## src/rtl/bwa_pkg.sv

```systemverilog
package bwa_pkg;
  localparam int NUM_FIFO = 4;
  localparam int FIFO_IDX_W = $clog2(NUM_FIFO);

  typedef struct packed {
    logic                capture;
    logic                directWr;
    logic [NUM_FIFO-1:0] fifoSel;
    logic                rmwRead;
    logic                rmwWrite;
  } strobe_t;
endpackage

```

## src/rtl/bwa_ctrl.sv

```systemverilog
module bwa_ctrl
  import bwa_pkg::*;
#(
  parameter int FIFO_PAGE_LO = 4,
  parameter int SPLIT_BIT    = 4
) (
  input  logic          clk,
  input  logic          rst_n,
  input  logic          reqValid,
  input  logic [3:0]    reqPage,
  input  logic [SPLIT_BIT:0] reqLow,
  input  logic [2:0]    reqSize,
  output strobe_t       strb,
  output logic          busy,
  output logic          errFlag
);
  typedef enum logic [1:0] {ST_IDLE, ST_READ, ST_WRITE} state_e;
  state_e state;

  logic accept, sizeOk, alignOk, good, isSub, inFifo, dropBeat;
  logic [3:0] pageRel;
  logic [FIFO_IDX_W-1:0] fifoIdx;

  assign accept  = reqValid && (state == ST_IDLE);
  assign pageRel = reqPage - 4'(FIFO_PAGE_LO);
  assign inFifo  = (reqPage >= 4'(FIFO_PAGE_LO)) && (pageRel < 4'(NUM_FIFO));
  assign fifoIdx = pageRel[FIFO_IDX_W-1:0];
  assign dropBeat = (fifoIdx == FIFO_IDX_W'(NUM_FIFO - 1)) && !reqLow[SPLIT_BIT];
  assign isSub   = (reqSize <= 3'd1);

  always_comb begin
    sizeOk  = 1'b1;
    alignOk = 1'b1;
    case (reqSize)
      3'd0: alignOk = 1'b1;
      3'd1: alignOk = (reqLow[0] == 1'b0);
      3'd2: alignOk = (reqLow[1:0] == 2'b0);
      3'd3: alignOk = (reqLow[2:0] == 3'b0);
      3'd4: alignOk = (reqLow[3:0] == 4'b0);
      default: sizeOk = 1'b0;
    endcase
  end

  assign good = accept && sizeOk && alignOk;

  always_comb begin
    strb.capture  = good;
    strb.directWr = good && !isSub && !inFifo;
    strb.fifoSel  = (good && !isSub && inFifo && !dropBeat)
                    ? (NUM_FIFO'(1) << fifoIdx) : '0;
    strb.rmwRead  = (state == ST_READ);
    strb.rmwWrite = (state == ST_WRITE);
  end

  always_ff @(posedge clk or negedge rst_n) begin
    if (!rst_n) begin
      state   <= ST_IDLE;
      errFlag <= 1'b0;
    end else begin
      errFlag <= accept && !(sizeOk && alignOk);
      case (state)
        ST_IDLE:  if (good && isSub) state <= ST_READ;
        ST_READ:  state <= ST_WRITE;
        default:  state <= ST_IDLE;
      endcase
    end
  end

  assign busy = (state != ST_IDLE);
endmodule

```

## src/rtl/bwa_datapath.sv

```systemverilog
module bwa_datapath
  import bwa_pkg::*;
#(
  parameter int ADDR_W = 16,
  parameter int BEAT_W = 128,
  parameter int WORD_W = 32
) (
  input  logic                clk,
  input  logic                rst_n,
  input  strobe_t             strb,
  input  logic [ADDR_W-1:0]   reqAddr,
  input  logic [2:0]          reqSize,
  input  logic [BEAT_W-1:0]   reqData,
  input  logic [WORD_W-1:0]   regRdData,
  output logic                regWrEn,
  output logic [ADDR_W-1:0]   regWrAddr,
  output logic [WORD_W-1:0]   regWrData,
  output logic                regRdEn,
  output logic [ADDR_W-1:0]   regRdAddr,
  output logic [NUM_FIFO-1:0] fifoValid,
  output logic [ADDR_W-1:0]   fifoAddr,
  output logic [BEAT_W-1:0]   fifoData
);
  localparam int HALF_W  = WORD_W / 2;
  localparam int DWORD_W = WORD_W * 2;
  localparam int BEAT_BYTES_LOG = $clog2(BEAT_W / 8);

  logic [ADDR_W-1:0] holdAddr, wordAddr;
  logic              holdHalf;
  logic [HALF_W-1:0] holdData;
  logic              dirEnQ;
  logic [ADDR_W-1:0] dirAddrQ;
  logic [WORD_W-1:0] dirDataQ;
  logic [BEAT_W-1:0] beat;
  logic [WORD_W-1:0] merged;

  always_comb begin
    beat = '0;
    case (reqSize)
      3'd2:    beat[WORD_W*int'(reqAddr[3:2]) +: WORD_W] = reqData[WORD_W-1:0];
      3'd3:    beat[DWORD_W*int'(reqAddr[3]) +: DWORD_W] = reqData[DWORD_W-1:0];
      default: beat = reqData;
    endcase
  end

  always_comb begin
    merged = regRdData;
    if (holdHalf) merged[HALF_W*int'(holdAddr[1]) +: HALF_W] = holdData;
    else          merged[8*int'(holdAddr[1:0]) +: 8]         = holdData[7:0];
  end

  always_ff @(posedge clk or negedge rst_n) begin
    if (!rst_n) begin
      holdAddr  <= '0;
      holdHalf  <= 1'b0;
      holdData  <= '0;
      dirEnQ    <= 1'b0;
      dirAddrQ  <= '0;
      dirDataQ  <= '0;
      fifoValid <= '0;
      fifoAddr  <= '0;
      fifoData  <= '0;
    end else begin
      dirEnQ    <= strb.directWr;
      fifoValid <= strb.fifoSel;
      if (strb.capture) begin
        holdAddr <= reqAddr;
        holdHalf <= reqSize[0];
        holdData <= reqData[HALF_W-1:0];
      end
      if (strb.directWr) begin
        dirAddrQ <= reqAddr;
        dirDataQ <= reqData[WORD_W-1:0];
      end
      if (|strb.fifoSel) begin
        fifoAddr <= {reqAddr[ADDR_W-1:BEAT_BYTES_LOG], BEAT_BYTES_LOG'(0)};
        fifoData <= beat;
      end
    end
  end

  assign wordAddr  = {holdAddr[ADDR_W-1:2], 2'b00};
  assign regRdEn   = strb.rmwRead;
  assign regRdAddr = wordAddr;
  assign regWrEn   = dirEnQ || strb.rmwWrite;
  assign regWrAddr = strb.rmwWrite ? wordAddr : dirAddrQ;
  assign regWrData = strb.rmwWrite ? merged : dirDataQ;
endmodule

```

## src/rtl/bus_write_adapter.sv

```systemverilog
module bus_write_adapter
  import bwa_pkg::*;
#(
  parameter int ADDR_W       = 16,
  parameter int PAGE_LSB     = 12,
  parameter int FIFO_PAGE_LO = 4,
  parameter int SPLIT_BIT    = 4
) (
  input  logic                clk,
  input  logic                rst_n,
  input  logic                reqValid,
  input  logic [ADDR_W-1:0]   reqAddr,
  input  logic [2:0]          reqSize,
  input  logic [127:0]        reqData,
  output logic                busy,
  output logic                errFlag,
  output logic                regWrEn,
  output logic [ADDR_W-1:0]   regWrAddr,
  output logic [31:0]         regWrData,
  output logic                regRdEn,
  output logic [ADDR_W-1:0]   regRdAddr,
  input  logic [31:0]         regRdData,
  output logic [NUM_FIFO-1:0] fifoValid,
  output logic [ADDR_W-1:0]   fifoAddr,
  output logic [127:0]        fifoData
);
  strobe_t strb;

  bwa_ctrl #(.FIFO_PAGE_LO(FIFO_PAGE_LO), .SPLIT_BIT(SPLIT_BIT)) u_ctrl (
    .clk(clk), .rst_n(rst_n), .reqValid(reqValid),
    .reqPage(reqAddr[PAGE_LSB +: 4]), .reqLow(reqAddr[SPLIT_BIT:0]),
    .reqSize(reqSize), .strb(strb), .busy(busy), .errFlag(errFlag)
  );

  bwa_datapath #(.ADDR_W(ADDR_W)) u_dp (
    .clk(clk), .rst_n(rst_n), .strb(strb), .reqAddr(reqAddr),
    .reqSize(reqSize), .reqData(reqData), .regRdData(regRdData),
    .regWrEn(regWrEn), .regWrAddr(regWrAddr), .regWrData(regWrData),
    .regRdEn(regRdEn), .regRdAddr(regRdAddr), .fifoValid(fifoValid),
    .fifoAddr(fifoAddr), .fifoData(fifoData)
  );
endmodule

```

## config.mk

```make
export PLATFORM = sky130hd
export DESIGN_NAME = bus_write_adapter
export DESIGN_NICKNAME = d
export VERILOG_FILES = /design/src/rtl/bwa_pkg.sv /design/src/rtl/bwa_ctrl.sv /design/src/rtl/bwa_datapath.sv /design/src/rtl/bus_write_adapter.sv
export SDC_FILE = /design/constraint.sdc
export NUM_CORES = 1
export LEC_CHECK = 0
export BUFFER_PORTS_ARGS = -buffer_cell sky130_fd_sc_hd__buf_4
export CORE_MARGIN = 3
export CORE_UTILIZATION = 55
export DETAILED_ROUTE_END_ITERATION = 10
export GPL_ROUTABILITY_DRIVEN = 0
export PLACE_DENSITY = 0.95
export SYNTH_ARGS = -nofsm -noshare
export SYNTH_HDL_FRONTEND = slang
export SYNTH_SLANG_ARGS = --single-unit
export TNS_END_PERCENT = 30
```

## constraint.sdc

```tcl
create_clock -name clk -period 7.6 [get_ports clk]
set_input_delay 0.76 -clock clk [delete_from_list [all_inputs] [get_ports clk]]
set_output_delay 0.76 -clock clk [all_outputs]
set_load 0.02 [all_outputs]
```

==> reports/results.txt, run 1 <==
The deepest clock path buffer count is 3, and the clock slew seen by the registers of the worst setup and hold paths is 60 ps. The tools report the type of element launching the critical path as a register. The arrival time of data at the critical path endpoint was 3740 ps; the XOR/XNOR share of the synthesized area was 0%. The run gives 10 as the detailed-routing iteration count for the pre-antenna-repair pass. The run gives 500 ps as the clock insertion delay at the later pin of the skew report. Number of hold-slack violations in the final timing report: 0. The routed design has 43100 um of wire. The synthesized instance count was 1078; the share of flip-flops with an asynchronous set or reset was 100.0%.

After detailed routing, the number of vias per cell comes to 6.509. The number of max-slew violations in the final report is 0. The violation count after the first detailed-routing iteration came out at 1335. Dividing the synthesized area by the synthesized cell count gives 11.05 um2. After detailed placement, the total cell area comes to 14790 um2.

The most used flip-flop cell after synthesis is sky130_fd_sc_hd__dfrtp_1. Power spread over the standard cell area amounts to 240.5 nW/um2. The largest individual stage delay along the critical path comes from the cell sky130_fd_sc_hd__dfrtp_2. Wire length of the first global-routing pass: 65180 um. The number of hold buffers added after CTS was 0. The maximum ir drop on the vdd rail was 0.1650 mV.

Clock tree synthesis found a total of 229 sinks. The number of warnings reported in the yosys synthesis log was 0; the area inside the core boundary was 21150 um2. Static timing analysis puts the maximum clock frequency at 0.2224 GHz. The largest net degree at the start of global routing is 92, and the largest fanout of any net on the critical path is 37.

In this design, the stage delay of the slowest critical-path cell is 1030 ps. The basic-gate share of the synthesized area counting and, or, nand and nor cells came out at 7.571%. The chip height came out at 153.2 um. The run gives 11030 as the number of global-route vias before repair. By area, the combinational part of the netlist is dominated by compound AO/OA/AOI/OAI gates. The die width is 153.2 um.

Wire length per cell after detailed routing: 25.47 um. The fraction of layout cells with a size suffix above 1 works out to 42.91%. The tools report the total power draw as 3.743 mW. Of the available clock period, the critical path in the final layout requires 59.15%. The detail route stage leaves a number of antenna-violating nets equal to 0. Worst hold path class: input pin to asynchronous set/reset pin. In this run the tool buffered the top-level ports with 391 buffer cells. At the pin with the least slew margin, the transition time is 1239 ps.

Logic depth of the worst path, buffers included: 6. The fraction of the mapped netlist area in adder cells is 0.9451%, and the final standard cell utilization of the core is 73.57%. Counting flops with a built-in enable in the synthesized netlist gives 0. TritonCTS built the clock tree.

Between clock sinks in the finished design, the worst skew comes to 7.298 ps. The flow ran to the end, and the final reports show no timing, DRC or antenna violations. For the relative slew slack, the log shows 16.61%.

Clock tree synthesis inserted a total of 25 buffers. In this run, synthesis produced a sequential element count of 229. The data required time of the worst path came out at 6840 ps. During I/O placement, the number of pins put on the boundary was 398. The critical path is of the register to output pin type. The post-synth design cell area came out at 11920 um2. The cell at the root of the clock tree was sky130_fd_sc_hd__clkbuf_16. Setup repair after global routing left no endpoint under its margin. The total number of nets in the final design was 1590; the number of antenna cells inserted was 0.

The tools report the worst setup slack before clock tree synthesis as 3534 ps. Broken down by cell family, the worst path's largest delay share belongs to flip-flops. Summing the areas of all compound-gate instances in the mapped netlist gives 20.30% of the synthesized area.

The count of instances resized after the clock tree is built is 0. The worst setup path is captured at an output pin. After routing, the total negative slack on setup checks comes to 0 ps. For the number of rows created at floorplan, the log shows 53.

The number of setup violations in the final report came out at 0. Global routing used 35.03% of the available tracks. The initial utilization of the core area, before any placement, comes to 56.33%. Together, buffers and inverters on the worst path number 2. For the area enclosed by the die boundary, the log shows 23470 um2. With fillers left out, the area of the finished cells amounts to 15560 um2.

The logs give 48.09% for the share of the yosys chip area belonging to registers and 48 for the number of different library cells in the post-synthesis netlist. For the initial antenna violation count, the log shows 1. The half-perimeter wire length of the detailed placement result came out at 29610 um. The worst-case reg-to-reg path depth works out to 5.

For this design the static power due to leakage is 7.634 nW. The smallest clock period supported by the final layout is computed as 4496 ps. The relative area change from synthesis to final layout is 30.61%, and the proportion of synthesized area in mux cells is 17.22%.

The total via count after detailed routing is 11010, and the final critical-path setup slack is 3104 ps. Max-cap violations in this run came to 0. The signal on the critical path passes through inv_1, ha_1, nor4_1, a221o_1, a22o_1, buf_4. The total overflow left after global routing is 0. The logs give 0 for the number of remaining DRC errors and 0 for the number of buffers inserted to repair setup after CTS.

The number of H-tree branching levels came out at 1.
where the power goes:
group          internal, mW  switching, mW  total [mW]
combinational         0.487          0.545        1.03
clock                 0.665          0.485        1.15
sequential             1.38          0.177        1.56
total                  2.54           1.21        3.74
layout by cell type, fill, tap and decap left out, types with 2 or more instances in the layout:
cell type	count
sky130_fd_sc_hd__mux2_4	23
sky130_fd_sc_hd__a222oi_1	32
sky130_fd_sc_hd__nor3b_1	2
sky130_fd_sc_hd__mux2i_1	31
sky130_fd_sc_hd__nand2b_1	3
sky130_fd_sc_hd__mux2_2	117
sky130_fd_sc_hd__a221o_1	30
sky130_fd_sc_hd__nor3b_2	2
sky130_fd_sc_hd__dfrtp_2	2
sky130_fd_sc_hd__inv_1	9
sky130_fd_sc_hd__nor3_2	2
sky130_fd_sc_hd__nor2_1	6
sky130_fd_sc_hd__ha_1	9
sky130_fd_sc_hd__clkinv_2	4
sky130_fd_sc_hd__conb_1	6
sky130_fd_sc_hd__o21ai_4	2
sky130_fd_sc_hd__and2_1	4
sky130_fd_sc_hd__mux2_1	7
sky130_fd_sc_hd__buf_4	407
sky130_fd_sc_hd__nor4b_1	2
sky130_fd_sc_hd__nand2b_2	2
sky130_fd_sc_hd__nand2_1	146
sky130_fd_sc_hd__o21ai_0	5
sky130_fd_sc_hd__clkinvlp_4	3
sky130_fd_sc_hd__nor4bb_1	3
sky130_fd_sc_hd__clkbuf_8	6
sky130_fd_sc_hd__nor2b_1	7
sky130_fd_sc_hd__o21ai_1	64
sky130_fd_sc_hd__nor3_4	2
sky130_fd_sc_hd__clkbuf_1	7
sky130_fd_sc_hd__dfrtp_1	227
sky130_fd_sc_hd__a21oi_1	67
sky130_fd_sc_hd__clkbuf_16	25
sky130_fd_sc_hd__a22o_1	62
sky130_fd_sc_hd__nor3_1	3
sky130_fd_sc_hd__o31ai_1	66
state kept, by name, indices dropped and copies added (netlist names):
signal          flops
u_dp.dirAddrQ      16
u_dp.fifoData     128
u_dp.dirDataQ      32
u_dp.fifoAddr      12
u_ctrl.state        2
u_dp.fifoValid      4
u_ctrl.errFlag      1
u_dp.holdAddr      16
u_dp.dirEnQ         1
u_dp.holdHalf       1
u_dp.holdData      16
worst reg2reg max path: cells and delay by family (launching register included):
| family | cells | cell delay [ps] |
|---|---|---|
| buf+inv | 1 | 520 |
| flops | 1 | 450 |
| simple gates | 3 | 2130 |
| mux | 1 | 430 |
cell type report:
type	count	area (um2)
fillers	1402	5592
multi-input cells	725	5600
repair buffers	408	3070
clock buffers	38	734.5
clock inverters	7	42.54
well taps	275	344.1
inverters	10	37.54
flip-flops and latches	229	5733
metal layers:
layer / part of all wire, % / vias up / global-route usage, %
met5: 0.030 / - / 0
met4: 5.1 / 2 / 16.16
met3: 12 / 165 / 8.947
met2: 47 / 828 / 55.31
met1: 36 / 5379 / 45.69
li1: - / 4640 / -
per-stage QoR:
step / cells / hold WS (ps)
2_1_floorplan: 1083 / 455.1
3_3_place_gp: 1647 / 454.4
3_5_place_dp: 1647 / 476.0
4_1_cts: 1692 / 262.0
5_1_grt: 1692 / 271.1
6_report: 1692 / 229.1
kinds of logic (layout without fill, tap and decap cells):
family,after synthesis,in the layout
buf+inv,129,463
compound gates,336,336
mux,178,178
simple gates,196,196
fa+ha+maj,9,9
other cells,1,6
flops,229,229
cell usage after synthesis, types with 16 or more instances:
master / n / area [um2]
sky130_fd_sc_hd__clkbuf_1: 73 / 274.0
sky130_fd_sc_hd__mux2_2: 117 / 1318
sky130_fd_sc_hd__a222oi_1: 32 / 320.3
sky130_fd_sc_hd__buf_4: 24 / 180.2
sky130_fd_sc_hd__a21oi_1: 68 / 340.3
sky130_fd_sc_hd__a221o_1: 30 / 300.3
sky130_fd_sc_hd__mux2i_1: 31 / 310.3
sky130_fd_sc_hd__buf_6: 16 / 180.2
sky130_fd_sc_hd__nand2_1: 146 / 548.0
sky130_fd_sc_hd__mux2_4: 23 / 345.3
sky130_fd_sc_hd__a22o_1: 62 / 543.0
sky130_fd_sc_hd__o31ai_1: 66 / 495.5
sky130_fd_sc_hd__dfrtp_1: 229 / 5731
sky130_fd_sc_hd__o21ai_1: 65 / 325.3
path summary, 6_finish.rpt:
kind,endpoint,start,slack [ps]
max in group asynchronous,u_dp.dirAddrQ[8],rst_n,5870
worst max register to register,u_dp.dirDataQ[10],u_ctrl.state[0],3960
min in group clk,u_dp.fifoValid[1],reqAddr[13],480
worst min-delay path,u_dp.fifoData[48],rst_n,230
worst max-delay path,regWrData[24],u_dp.holdAddr[1],3100
worst min register to register,u_dp.fifoAddr[14],u_dp.fifoAddr[14],490
(Power assumes the default switching activity.)
==> run 2, diff against run 1 <==
- CORE_UTILIZATION: 55 -> 51
- PLACE_DENSITY: 0.95 -> 0.92
- clock period: 7.6 -> 4.5 ns (I/O delays scaled with it)
==> run 2 against run 1 <==
  * Via count increased by 0.44%
  * Sequential share of layout area decreased by 0.53 points
  * Clock power increased by 90%
  * Core utilization decreased by 4.2 points
  * Combinational power increased by 70%
  * Critical path type unchanged
==> reports/results.txt, run 2 (same netlist as run 1, synthesis figures left out) <==
The tools report the starting utilization of the core area as 52.31% (-4.0 points). The global routing stage identified its most utilized layer as met2. The final hold slack was 145.5 ps (-83.63 ps). TritonCTS built the clock tree. The tools report the detailed-routing iteration count for the pre-antenna-repair pass as 8 (-2). The post-route fraction of the period consumed by the critical path was 83.15%. In the final layout, the registers with the most flip-flops are u_dp.fifoData: 128 flops, u_dp.dirDataQ: 32 flops. The number of max-slew violations in the final report was 0 (unchanged); the worst setup slack before clock tree synthesis was 1166 ps (-2368 ps). The terminus of the critical flop-to-flop path was u_dp.fifoData[54]. Count of non-filler cells in the finished layout: 1740 (+2.8%). The number of flip-flops under the largest register name was 128 (unchanged). The largest net degree at the start of global routing was 107 (+16%); the final clock skew was 9.937 ps (+2.639 ps). STA classifies the critical path endpoint as an output pin. The slack of the worst reg-to-reg path came out at 1300 ps (-2660 ps).

The accumulated negative setup slack was 0 ps (unchanged). For the total number of nets in the final design, the log shows 1599 (+0.57%). The register with the most flip-flops in the final layout is u_dp.fifoData.

Setup repair after global routing left no endpoint under its margin. Derived from the worst setup path, the maximum achievable clock frequency is 0.2673 GHz. The share of total power consumed by net switching came out at 31.85% (-0.38 points). The number of hold-slack violations in the final timing report came out at 0 (unchanged). The logs give 33.30% (-1.7 points) for the total routing resource utilization after global routing and 0 (unchanged) for the number of setup violations in the final report. The slew of the pin with the lowest slew margin came out at 1362 ps (+122.7 ps). For the clock insertion delay at the later pin of the skew report, the log shows 520 ps (+20 ps). The min-delay analysis places its worst path in the category input pin to register.

The critical path starts at u_dp.holdAddr[1]. The arrival time of data at the critical path endpoint came out at 3290 ps (-450 ps). The flow ran to the end, and the final reports show no timing, DRC or antenna violations. The library cells used most frequently in the layout, excluding fill and tap cells, are sky130_fd_sc_hd__buf_4, sky130_fd_sc_hd__dfrtp_1, sky130_fd_sc_hd__nand2_1. The area enclosed by the die boundary is 25230 um2 (+7.5%), and the max capacitance violation total is 0 (unchanged). The logs give 40.2% (-1.5 points) for the share of total power in sequential cells and 8.794% (-7.8 points) for the relative slew slack.

The number of nets with antenna violations after routing came out at 0 (unchanged). Global-route track usage on met2: 56.15% (+0.85 points). For the cell area reported after detailed placement, the log shows 14910 um2 (+0.81%). The logs give 0.3638 mV (+120%) for the maximum ir drop on the vdd rail and 2.098 mW (+74%) for the switching power total. For the number of remaining DRC errors, the log shows 0 (unchanged). The critical path in this run is classified as register to output pin. The total power divided by cell area was 417.1 nW/um2 (+73%); the global-route track usage on met3 was 9.601% (+0.65 points). The largest fanout of any net on the critical path was 37 (unchanged); the number of buffers created by CTS was 25 (unchanged). For the wire length of the first global-routing pass, the log shows 66540 um (+2.1%). The final global-route overflow total was 0 (unchanged); the violation count after the first detailed-routing iteration was 1303 (-2.4%). The logs give 40.64% (-5.1 points) for the global routing usage on met1 and 7.730 nW (+1.2%) for the leakage power of the design. The deepest clock path buffer count came out at 3 (unchanged). The wire length per cell after detailed routing was 25.16 um (-1.2%); the area inside the core boundary was 22780 um2 (+7.7%). The relative area change from synthesis to final layout is 32.52%, and the number of sinks on the clock net is 229 (unchanged). Internal power consumption: 4.488 mW (+77%). The tools report the clock network power share as 33.3% (+2.6 points). The library cell used most frequently in the layout, excluding fill and tap cells, is sky130_fd_sc_hd__buf_4.

The number of antenna cells inserted was 0 (unchanged). The clock slew seen by the registers of the worst setup and hold paths works out to 60 ps (about the same). The fraction of power consumed by combinational cells is 26.5% (-1.1 points).

The logs give 55 (+3.8%) for the number of rows created at floorplan and 11160 (+1.2%) for the number of global-route vias before repair. The half-perimeter wire length of the detailed placement result was 30730 um (+3.8%); the worst-case reg-to-reg path depth was 6 (+1). The quantity of I/O buffers inserted on ports works out to 391 (unchanged). STA classifies the critical path startpoint as a register. For the final critical-path setup slack, the log shows 758.3 ps (-2346 ps). The final standard cell area without fillers was 15790 um2 (+1.5%). The chip height came out at 158.9 um (+3.7%).

Final routed wirelength across all metal layers: 43780 um (+1.6%). The average via count per standard cell came out at 6.358 (-2.3%). The most critical setup path has its endpoint at regWrData[22]. The logs give 1 (unchanged) for the initial antenna violation count and 11060 (+0.44%) for the total via count after detailed routing. The number of buffers inserted to repair setup after CTS is 0 (unchanged).

The fraction of layout cells with a size suffix above 1 works out to 43.38% (+0.47 points). The die width is 158.9 um (+3.7%). The worst register-to-register path begins at u_ctrl.state[1].

The number of H-tree branching levels is 1 (unchanged), and the top-level port count is 398 (unchanged). The run gives 4050 ps (-2790 ps) as the data required time of the worst path. The tools report the number of instances in the placed design as 1693 (+2.8%). The tools report the cell at the root of the clock tree as sky130_fd_sc_hd__clkbuf_16. The worst path in the final design needs a cycle of 3742 ps, including I/O delays and setup.
[run 2: changes by cell type in the layout (fill, tap and decap cells not counted), moves of 2 or more]
cell and delta:
sky130_fd_sc_hd__buf_4 +7, sky130_fd_sc_hd__bufinv_16 +4, sky130_fd_sc_hd__clkbuf_1 -2, sky130_fd_sc_hd__clkbuf_8 -2
[run 2: power by group through the flow]
stage	Sequential, mW	Combinational, mW	Clock, mW
2_1_floorplan	2.65	0.915	0
3_3_place_gp	2.65	1.69	0
6_report	2.64	1.75	2.19
4_1_cts	2.63	1.75	2.21
5_1_grt	2.67	1.85	2.30
3_5_place_dp	2.67	1.74	0
[run 2: stage by stage]
stage | util [%] | total power, mW
2_1_floorplan | - | 3.569
3_3_place_gp | 65.44 | 4.337
3_5_place_dp | 65.44 | 4.401
4_1_cts | 69.32 | 6.594
5_1_grt | 69.32 | 6.829
6_report | 69.32 | 6.586
[run 2: critical path, cell delays in order, from the launching register on]
cell	delay, ps
sky130_fd_sc_hd__dfrtp_2	1040
sky130_fd_sc_hd__inv_1	220
sky130_fd_sc_hd__ha_1	380
sky130_fd_sc_hd__nor4bb_1	160
sky130_fd_sc_hd__buf_4	180
sky130_fd_sc_hd__mux2_2	260
sky130_fd_sc_hd__a221oi_1	290
sky130_fd_sc_hd__nor2_1	80
sky130_fd_sc_hd__buf_4	170
[run 2: how the worst min path moves through the flow]
stage | startpoint | to | slack (ps) | cells after the start
4_1_cts | reqAddr[13] | u_dp.fifoValid[1] | 120 | 2
6_report | reqAddr[13] | u_dp.fifoValid[1] | 150 | 2
2_1_floorplan | rst_n | u_ctrl.errFlag | 150 | 0
3_3_place_gp | u_dp.fifoAddr[9] | u_dp.fifoAddr[9] | 470 | 1
5_1_grt | reqAddr[13] | u_dp.fifoValid[1] | 130 | 2
3_5_place_dp | u_dp.fifoData[58] | u_dp.fifoData[58] | 480 | 1
[run 2: per-layer routing]
layer	vias to the layer above	wire length [um]
met5	-	20
met4	2	1949
met3	150	4666
met2	733	21160
met1	5489	15980
li1	4689	-
[run 2: final cells by class]
| type | instances | area, um2 |
|---|---|---|
| clock buffer | 34 | 699.4 |
| clock inverter | 12 | 175.2 |
| fill | 1633 | 6988 |
| inverter | 10 | 37.54 |
| multi-input combinational | 725 | 5600 |
| sequential | 229 | 5733 |
| tap | 313 | 391.6 |
| timing repair buffer | 417 | 3153 |
[run 2: what timing repair did]
| item | CTS | global route |
|---|---|---|
| hold buffers | 1 | 0 |
| gates resized for setup | 0 | 0 |
| endpoints found under the hold margin | 85 | 0 |
==> run 3, diff against run 2 <==
- ABC_AREA: unset -> 1
- CORE_UTILIZATION: 51 -> 48
- PLACE_DENSITY: 0.92 -> 0.89
- clock period: 4.5 -> 3.2 ns (I/O delays scaled with it)
==> run 3 against run 2 <==
  * Sequential share of layout area shrank 2.9 points
  * Design area grew 8.6%
  * Critical path depth is the same
  * Highest routed layer unchanged
  * Core utilization shrank 6.0 points
==> reports/results.txt, run 3 <==
The run finished with clean final reports. The relative slew slack is 42.62% (+34 points), and the initial antenna violation count is 3 (+2). The maximum ir drop on the vdd rail came out at 0.3826 mV (+5.2%).

The run gives 0 (unchanged) as the count of instances resized after the clock tree is built. The worst-case reg-to-reg path depth was 7 (+1); the total power draw was 11.06 mW (+68%). The post-synthesis register bit count is 229 (unchanged). For the slack of the worst reg-to-reg path, the log shows 1030 ps (-270 ps). The tools report the number of remaining DRC errors as 0 (unchanged). For the clock insertion delay at the later pin of the skew report, the log shows 530 ps (about the same). The number of cells on the worst hold path is 3 (+1), and the number of enable-type register cells in the synthesized netlist is 0 (unchanged).

The largest fanout of any net on the critical path was 11 (-70%). The number of flip-flops under the largest register name came out at 128 (unchanged). Ranked by flip-flop count, first place goes to u_dp.fifoData. Clock slew seen by the registers of the worst setup and hold paths: 60 ps (about the same). The accumulated negative setup slack was 0 ps (unchanged). The share of the yosys chip area belonging to registers was 43.01% (-5.1 points); the number of global-route vias before repair was 14590 (+31%). The average via count per standard cell is 6.055 (-4.8%), and the arrival time of data at the critical path endpoint is 2710 ps (-580 ps). The area enclosed by the die boundary was 29790 um2 (+18%).

The tools report the final global-route overflow total as 0 (unchanged). The data required time of the worst path was 2880 ps (-1170 ps). In the layout the commonest cells are sky130_fd_sc_hd__nand2_1, sky130_fd_sc_hd__buf_4, sky130_fd_sc_hd__dfrtp_1. The total power divided by cell area works out to 645.0 nW/um2 (+55%). The chip height works out to 172.6 um (+8.7%). In this run the worst hold path is classified as input pin to register.

The commonest cells after synthesis are sky130_fd_sc_hd__nand2_1, sky130_fd_sc_hd__dfrtp_1, sky130_fd_sc_hd__nand3_1. The tools report the largest net degree at the start of global routing as 129 (+21%). Post-synthesis cell type with the largest combined area: sky130_fd_sc_hd__dfrtp_1. The minimum period implied by the final worst setup slack was 3029 ps; the wire length per cell after detailed routing was 20.97 um (-17%). The share of the synthesized area in the top cell type is 43.01% (-5.1 points), and the number of max-slew violations in the final report is 0 (unchanged). The cell at the root of the clock tree is sky130_fd_sc_hd__clkbuf_16.

For the upper clock frequency limit, the log shows 0.3301 GHz. The leading cell type by number of instances after synthesis was sky130_fd_sc_hd__nand2_1. The number of buffers created by CTS is 25 (unchanged), and the final routed wirelength across all metal layers is 54160 um (+24%). The slew of the pin with the lowest slew margin was 860.7 ps (-501.4 ps); the max capacitance violation total was 0 (unchanged). The starting utilization of the core area was 49.16% (-3.1 points). The number of nets with antenna violations after routing was 0 (unchanged); the half-perimeter wire length of the detailed placement result was 37790 um (+23%). The relative area change from synthesis to final layout was 28.70%; the total via count after detailed routing was 15640 (+41%). The synthesized instance count is 1920 (+78%). The logs give 1 (unchanged) for the number of H-tree branching levels and 11.58 ps (+1.638 ps) for the final clock skew. The fraction of layout cells with a size suffix above 1 was 21.73% (-22 points). Average cell area after synthesis: 6.940 um2 (-37%). The share of flip-flops with an asynchronous set or reset is 100.0% (unchanged), and the number of warnings reported in the yosys synthesis log is 0 (unchanged). The tools report the deepest clock path buffer count as 3 (unchanged). STA classifies the critical path startpoint as a register. Total number of nets in the final design: 2383 (+49%). In the final layout, the registers with the most flip-flops are u_dp.fifoData: 128 flops, u_dp.dirDataQ: 32 flops. For the top-level port count, the log shows 398 (unchanged). TritonCTS built the clock tree. Most common library cell in the layout ignoring fill and taps: sky130_fd_sc_hd__nand2_1. The number of sinks on the clock net is 229 (unchanged), and the number of setup violations in the final report is 0 (unchanged). Kind of critical path: register to output pin.

Yosys attributes the largest share of cell area to sky130_fd_sc_hd__dfrtp_1, sky130_fd_sc_hd__nand2_1, sky130_fd_sc_hd__nand4_1. Setup repair after global routing left no endpoint under its margin. For the leakage power of the design, the log shows 9.257 nW (+20%). The type of element capturing the critical path is an output pin. The run gives 9 (+1) as the detailed-routing iteration count for the pre-antenna-repair pass. Area inside the core boundary: 27100 um2 (+19%). Predominant post-synthesis flop cell: sky130_fd_sc_hd__dfrtp_1. In the finished design, the share of the clock period the worst path needs comes to 94.67%. The total routing resource utilization after global routing is 34.77% (+1.5 points), and the number of rows created at floorplan is 60 (+9.1%). The logs give 13320 um2 (+12%) for the post-synth design cell area and 25 (-48%) for the number of different library cells in the post-synthesis netlist.

The die width is 172.6 um (+8.7%). The violation count after the first detailed-routing iteration was 2364 (+81%). The wire length of the first global-routing pass was 83500 um (+25%). The number of hold-slack violations in the final timing report was 0 (unchanged). Quantity of I/O buffers inserted on ports: 391 (unchanged).
[run 3: critical path, stage by stage, from the launching register on]
cell                      delay, ps
sky130_fd_sc_hd__dfrtp_1        540
sky130_fd_sc_hd__inv_1          190
sky130_fd_sc_hd__ha_1           370
sky130_fd_sc_hd__inv_1           90
sky130_fd_sc_hd__nand4_1        300
sky130_fd_sc_hd__o22ai_1        250
sky130_fd_sc_hd__nand2_1         80
sky130_fd_sc_hd__a21oi_1        200
sky130_fd_sc_hd__buf_4          180
[run 3: cell families (layout without fill, tap and decap cells)]
kind of cell             after synthesis  in the layout  share of synthesized area (%)
adder cells (fa/ha/maj)                9              9                         0.8452
AND/OR/NAND/NOR                     1206           1206                          39.56
flip-flops                           229            229                          43.01
other                                  1              8                        0.02814
AO/OA/AOI/OAI                        192            192                          7.710
buffers and inverters                283            567                          8.846
[run 3: repair_timing]
action / in CTS / in global routing
hold buffers: 1 / 0
hold endpoints to repair: 87 / 0
setup endpoints to repair: 0 / 0
setup buffers: 0 / 0
[run 3: worst paths after layout]
| kind | startpoint | end |
|---|---|---|
| max reg2reg | u_ctrl.state[1] | u_dp.holdData[13] |
| min reg2reg | u_ctrl.state[1] | u_ctrl.state[1] |
| min | reqAddr[6] | u_dp.holdAddr[6] |
| min in group asynchronous | rst_n | u_dp.fifoData[39] |
| max | u_dp.holdAddr[0] | regWrData[6] |
| max in group asynchronous | rst_n | u_dp.fifoData[66] |
[run 3: area by class of cell]
| cell class | instances | area [um2] |
|---|---|---|
| fill | 2303 | 9953 |
| multi-input combinational | 1413 | 6490 |
| sequential | 229 | 5731 |
| timing repair buffer | 425 | 3251 |
| clock buffer | 34 | 699.4 |
| tap | 372 | 465.4 |
| inverter | 98 | 372.9 |
| clock inverter | 10 | 133.9 |
| antenna | 2 | 5.005 |
[run 3: through the flow]
step                setup slack [ps]  utilization [%]  instance area [um2]  cells  hold WS, ps
detailed placement             546.4            60.14                16300   2536        351.9
finish                         170.6            63.27                17150   2583        37.96
CTS                            249.5            63.25                17140   2581        19.19
global placement               614.8            60.14                16300   2536        348.9
floorplan                      746.2                -                13340   1925        24.41
global route                   58.63            63.26                17150   2582        38.27
[run 3: routing by layer]
metal / up-vias / GRT usage (%) / routed length, um
met5: - / 0 / 13
met4: 2 / 18.59 / 3773
met3: 233 / 8.805 / 6635
met2: 1243 / 53.67 / 23770
met1: 7253 / 45.23 / 19960
li1: 6909 / - / -
[run 3: power by group]
group / internal [mW] / total (mW) / switching (mW) / leakage [nW]
clock network: 1.77 / 2.98 / 1.21 / 0.406
logic: 1.51 / 4.05 / 2.54 / 5.91
registers: 3.56 / 4.03 / 0.469 / 2.94
